--- src/rtl/codec_seq_pkg.sv ---
package codec_seq_pkg;

  localparam int CW_WORD = 16;
  localparam int CW_FIELD = CW_WORD / 2;

  typedef enum logic [1:0] {
    ST_START = 2'd0,
    ST_LOAD  = 2'd1,
    ST_WAIT  = 2'd2,
    ST_DONE  = 2'd3
  } seq_state_t;

  function automatic logic [CW_WORD-1:0] pad_word();
    return '0;
  endfunction

  function automatic logic [CW_WORD-1:0] request_word();
    return CW_WORD'(3);
  endfunction

  function automatic logic [CW_WORD-1:0] write_word(input logic [CW_FIELD-1:0] regnum,
                                                    input logic [CW_FIELD-1:0] value);
    return {regnum, value};
  endfunction

  // Length of the list: leading pads, one request+write pair per divider, trailing pads.
  function automatic int table_len(input int lead, input int tail);
    return lead + 4 + tail;
  endfunction

  function automatic logic [CW_WORD-1:0] entry_word(input int idx, input int lead,
                                                    input logic [CW_FIELD-1:0] div_a,
                                                    input logic [CW_FIELD-1:0] div_b);
    int rel;
    rel = idx - lead;
    if (rel < 0) return pad_word();
    case (rel)
      0:       return request_word();
      1:       return write_word(CW_FIELD'(1), div_a);
      2:       return request_word();
      3:       return write_word(CW_FIELD'(2), div_b);
      default: return pad_word();
    endcase
  endfunction

  function automatic int unsigned frame_rate_hz(input int unsigned mclk_hz, input int unsigned div_a);
    return mclk_hz / (2 * div_a);
  endfunction

  function automatic int unsigned sample_rate_hz(input int unsigned mclk_hz, input int unsigned div_a,
                                                 input int unsigned div_b);
    return frame_rate_hz(mclk_hz, div_a) / div_b;
  endfunction

endpackage

--- src/rtl/codec_seq_rom.sv ---
module codec_seq_rom
  import codec_seq_pkg::*;
#(
  parameter int ENTRIES  = 9,
  parameter int LEAD_PAD = 2,
  parameter int IDX_W    = 4,
  parameter logic [CW_FIELD-1:0] DIV_A = 8'd35,
  parameter logic [CW_FIELD-1:0] DIV_B = 8'd15
) (
  input  logic [IDX_W-1:0]   idx,
  output logic [CW_WORD-1:0] word
);

  logic [CW_WORD-1:0] tbl [ENTRIES];

  for (genvar g = 0; g < ENTRIES; g++) begin : g_entry
    assign tbl[g] = entry_word(g, LEAD_PAD, DIV_A, DIV_B);
  end

  always_comb begin
    word = '0;
    for (int k = 0; k < ENTRIES; k++) begin
      if (idx == IDX_W'(k)) word = tbl[k];
    end
  end

endmodule

--- src/rtl/codec_seq_ptr.sv ---
module codec_seq_ptr #(
  parameter int ENTRIES = 9,
  parameter int IDX_W   = 4
) (
  input  logic             clk,
  input  logic             rst_n,
  input  logic             step,
  output logic [IDX_W-1:0] idx,
  output logic             at_last
);

  localparam logic [IDX_W-1:0] LAST_IDX = IDX_W'(ENTRIES - 1);

  always_ff @(posedge clk or negedge rst_n) begin
    if (!rst_n)    idx <= '0;
    else if (step) idx <= idx + 1'b1;
  end

  assign at_last = (idx == LAST_IDX);

endmodule

--- src/rtl/codec_seq_ctrl.sv ---
module codec_seq_ctrl
  import codec_seq_pkg::*;
(
  input  logic clk,
  input  logic rst_n,
  input  logic tx_complete,
  input  logic at_last,
  output logic load,
  output logic accept,
  output logic step,
  output logic done
);

  seq_state_t state, nxt;

  always_ff @(posedge clk or negedge rst_n) begin
    if (!rst_n) state <= ST_START;
    else        state <= nxt;
  end

  always_comb begin
    nxt = state;
    case (state)
      ST_START: nxt = ST_LOAD;
      ST_LOAD:  nxt = ST_WAIT;
      ST_WAIT:  if (tx_complete) nxt = at_last ? ST_DONE : ST_LOAD;
      default:  nxt = ST_DONE;
    endcase
  end

  assign load   = (state == ST_LOAD);
  assign accept = (state == ST_WAIT) && tx_complete;
  assign step   = accept && !at_last;
  assign done   = (state == ST_DONE);

endmodule

--- src/rtl/codec_init_seq.sv ---
module codec_init_seq
  import codec_seq_pkg::*;
#(
  parameter int LEAD_PAD = 2,
  parameter int TAIL_PAD = 3,
  parameter logic [CW_FIELD-1:0] DIV_A = 8'd35,
  parameter logic [CW_FIELD-1:0] DIV_B = 8'd15
) (
  input  logic               clk,
  input  logic               rst_n,
  input  logic               tx_complete,
  output logic               tx_load,
  output logic [CW_WORD-1:0] tx_data,
  output logic               cfg_done
);

  localparam int ENTRIES = table_len(LEAD_PAD, TAIL_PAD);
  localparam int IDX_W   = $clog2(ENTRIES);

  // Named internal events, visible to the bound checker.
  logic             word_accept;
  logic             ptr_step;
  logic             last_entry;
  logic [IDX_W-1:0] entry_idx;

  codec_seq_ctrl i_ctrl (
    .clk        (clk),
    .rst_n      (rst_n),
    .tx_complete(tx_complete),
    .at_last    (last_entry),
    .load       (tx_load),
    .accept     (word_accept),
    .step       (ptr_step),
    .done       (cfg_done)
  );

  codec_seq_ptr #(.ENTRIES(ENTRIES), .IDX_W(IDX_W)) i_ptr (
    .clk    (clk),
    .rst_n  (rst_n),
    .step   (ptr_step),
    .idx    (entry_idx),
    .at_last(last_entry)
  );

  codec_seq_rom #(
    .ENTRIES (ENTRIES),
    .LEAD_PAD(LEAD_PAD),
    .IDX_W   (IDX_W),
    .DIV_A   (DIV_A),
    .DIV_B   (DIV_B)
  ) i_rom (
    .idx (entry_idx),
    .word(tx_data)
  );

endmodule

--- config.mk ---
export PLATFORM = sky130hd
export DESIGN_NAME = codec_init_seq
export DESIGN_NICKNAME = d
export VERILOG_FILES = /design/src/rtl/codec_seq_pkg.sv /design/src/rtl/codec_seq_rom.sv /design/src/rtl/codec_seq_ptr.sv /design/src/rtl/codec_seq_ctrl.sv /design/src/rtl/codec_init_seq.sv
export SDC_FILE = /design/constraint.sdc
export NUM_CORES = 1
export LEC_CHECK = 0
export ABC_CLOCK_PERIOD_IN_PS = 1700
export CORE_AREA = 2 2 39 41
export DETAILED_ROUTE_END_ITERATION = 10
export DIE_AREA = 0 0 41 43
export PLACE_DENSITY = 0.71
export SLEW_MARGIN = 15
export SYNTH_ARGS = -nofsm -noshare
export SYNTH_HDL_FRONTEND = slang
export SYNTH_SLANG_ARGS = --single-unit
--- constraint.sdc ---
create_clock -name clk -period 1.7 [get_ports clk]
set_input_delay 0.17 -clock clk [delete_from_list [all_inputs] [get_ports clk]]
set_output_delay 0.17 -clock clk [all_outputs]
set_load 0.02 [all_outputs]
==> flow_summary_export.csv <==
group,metric,value,unit
status,outcome,"finished clean",
worst_setup_path,end_kind,"output pin",
clocking,clk_pin_slew,0.04,ns
power,switching_share,41.7,%
cells_and_area,seq_area,150,um2
power,cellPowerDensity,1950,nW/um2
global_routing,grt_usage,10.6,%
power,power.switching,510,uW
timing,period_needed,1.70,ns
power,combPwrFrac,67.4,%
clocking,clock_latency,0.24,ns
logic_synthesis,synth_top_area_share,31.0,%
power,p_leak,0.000324,uW
die,start_util,35.0,%
logic_synthesis,synth_area_per_cell,10.1,um2
worst_setup_path,worstPathArrival,1.53,ns
worst_setup_path,r2r_cells,7,
clocking,clock_path_buffers,2,
route,antenna_left,0,
timing,skew,0.000902,ns
worst_setup_path,r2r_slack,0.38,ns
logic_synthesis,seq_area_frac_synth,31.0,%
route,drtIter0Drc,1,
logic_synthesis,netlist_area,484,um2
die,coreArea,1380,um2
cells_and_area,antenna_cells,0,
logic_synthesis,synth-compound-area-share,4.39,%
logic_synthesis,synth_fa_ha_area_share,10.3,%
logic_synthesis,synth_top_cells_by_area,"dfrtp_1 (31%), buf_4 (20%), ha_1 (10%)",
power,total_power,1220,uW
clocking,cts_made_buffers,3,
global_routing,grt-ovfl-total,0,
worst_setup_path,r2r-end,"i_ptr.idx[0]",
clocking,ctsRootBufferMaster,"clkbuf_4",
logic_synthesis,synth-simple-area-share,22.5,%
clocking,cts_tree,"done",
worst_setup_path,startpoint_type,"flip-flop",
cells_and_area,multi_input_area,280,um2
route,route.detailed.drc,0,
logic_synthesis,synth_top_family_by_area,"simple AND/OR/NAND/NOR gates",
route,drt-wirelength-per-cell,9.06,um
cells_and_area,fillers,149,
worst_setup_path,cp-startpoint,"i_ptr.idx[0]",
timing,grt_setup_unrepaired,"true",
timing,finalHoldViolations,0,
route,viasPerCell,4.15,
job,cap_violations,0,
timing,drv_slew,0,
die,die_w,41,um
timing,fmax,0.589,GHz
route,vias,336,
logic_synthesis,ys_types,22,
worst_hold_path,holdCritPathClass,"input port to asynchronous set/reset pin",
power,vdd_drop_max,0.935,mV
worst_setup_path,cp.required,1.53,ns
die,fp.dieH,43,um
worst_setup_path,worst-setup-path-type,"flip-flop to output pin",
logic_synthesis,synth_xor_area_share,6.98,%
clocking,cts.hold.buffers_added,0,
clocking,cts_setup_buffers,0,
worst_setup_path,critPathMaxFanout,3,
route,firstDrtPassIters,3,
cells_and_area,fin_nets,74,
place,portBuffers,11,
power,p_seq_share,22.4,%
power,p_int,712,uW
die,io_pins,21,
cells_and_area,area_delta_synth_final,29.5,%
clocking,clkSinkCount,6,
clocking,cts.htree.levels,1,
worst_setup_path,worstReg2RegStart,"i_ptr.idx[0]",
logic_synthesis,ys_ff_latch,6,
logic_synthesis,synth_mux_area_share,2.33,%
cells_and_area,fin_util,45.3,%
die,row_count,14,
timing,setup_violations,0,
power,p_clk_share,10.2,%
timing,timing.final.crit_share,99.8,%
die,dieArea,1760,um2
global_routing,antenna_found_initial,0,
logic_synthesis,ys_warn_count,0,
cells_and_area,drive_gt1_share,44.6,%
logic_synthesis,synth_cells,48,
place,place_congestion,0.673,
global_routing,grt_max_degree,7,
global_routing,first_global_vias,322,
global_routing,grt_pass1_wl,1.19,mm
route,wl,734,um
logic_synthesis,yosysTopAreaCell,"dfrtp_1",
worst_setup_path,worstSetupEndpoint,"tx_data[0]",
==> layout by cell type (no fill, tap or decap), types with 2 or more instances in the layout <==
| cell type | count |
|---|---|
| buf_2 | 4 |
| nor3b_1 | 2 |
| nand3_1 | 2 |
| buf_4 | 10 |
| clkbuf_4 | 3 |
| xnor2_1 | 2 |
| nor2_4 | 2 |
| ha_1 | 3 |
| clkdlybuf4s50_1 | 4 |
| dfrtp_1 | 6 |
| conb_1 | 9 |
==> per-stage QoR <==
| stage | hold slack [ns] | setup TNS [ns] | std cells | setup WS, ns | area [um2] |
|---|---|---|---|---|---|
| 2_1_floorplan | -0.126 | 0 | 56 | 0.0692 | 522 |
| 3_3_place_gp | 0.433 | -0.720 | 78 | -0.253 | 614 |
| 3_5_place_dp | 0.438 | -1.05 | 78 | -0.304 | 614 |
| 4_1_cts | 0.177 | -0.0459 | 81 | -0.0238 | 633 |
| 5_1_grt | 0.194 | -0.274 | 81 | -0.0903 | 627 |
| 6_report | 0.174 | 0 | 81 | 0.00272 | 627 |
==> metal layers <==
layer / vias up / share of wire, % / GRT usage (%)
li1: 169 / - / -
met1: 153 / 34 / 9.93
met2: 14 / 57 / 17.8
met3: 0 / 8.9 / 1.57
met4: 0 / 0 / 10.0
met5: - / 0 / 0
==> how the worst min path moves through the flow <==
| stage | startpoint | endpoint | slack [ns] | depth (start not counted) |
|---|---|---|---|---|
| 6_report | rst_n | i_ctrl.state[0] | 0.17 | 1 |
| 5_1_grt | rst_n | i_ctrl.state[0] | 0.19 | 1 |
| 4_1_cts | rst_n | i_ctrl.state[0] | 0.18 | 1 |
| 3_5_place_dp | rst_n | i_ctrl.state[1] | 0.44 | 1 |
| 3_3_place_gp | rst_n | i_ctrl.state[1] | 0.43 | 1 |
| 2_1_floorplan | rst_n | i_ctrl.state[0] | -0.13 | 0 |
==> power by group through the flow <==
stage | Clock (uW) | Sequential [uW] | Combinational, uW
final | 125 | 274 | 823
after floorplan | 0 | 275 | 527
after global placement | 0 | 268 | 825
after CTS | 135 | 276 | 842
after detailed placement | 0 | 274 | 837
after global routing | 145 | 285 | 900
==> final cells by class <==
| type | count | share of cell area, % |
|---|---|---|
| multi-input combinational | 35 | 44.7 |
| sequential | 6 | 24.0 |
| timing repair buffer | 19 | 23.4 |
| clock buffer | 3 | 3.59 |
| tap | 16 | 3.19 |
| inverter | 2 | 1.20 |
==> cell usage after synthesis <==
library cell and number:
and2_1 1, dfrtp_1 6, buf_4 13, nand3_1 2, nor3b_1 2, a21o_1 1
nor2b_1 1, nor2_1 3, o21ai_1 1, and4b_2 1, inv_1 2, and3b_2 1
xnor2_1 2, xnor2_2 1, nand4_1 1, conb_1 1, o21ai_2 1, mux2_2 1
nand3b_4 1, ha_1 4, nand2_1 1, and2_4 1
==> critical path, cell delays in order, from the launching register on <==
cell,delay (ns)
dfrtp_1,0.37
inv_2,0.06
ha_1,0.22
nor2_4,0.10
mux2_4,0.31
nor2_4,0.08
buf_4,0.14
==> timing repair <==
action | in CTS | in global routing
pin swaps | 1 | 0
setup endpoints to repair | 7 | 5
resized for setup | 35 | 1
==> flip-flops by register name, indices dropped and copies added, names as in the netlist <==
signal	flops
i_ptr.idx	4
i_ctrl.state	2
==> logic make-up after synthesis <==
| kind of cell | Yosys count |
|---|---|
| compound gates | 3 |
| xor+xnor | 3 |
| fa+ha+maj | 4 |
| buf+inv | 15 |
| flops | 6 |
| mux | 1 |
| other cells | 1 |
| simple gates | 15 |
No activity file was read; power rests on OpenSTA's default activity.
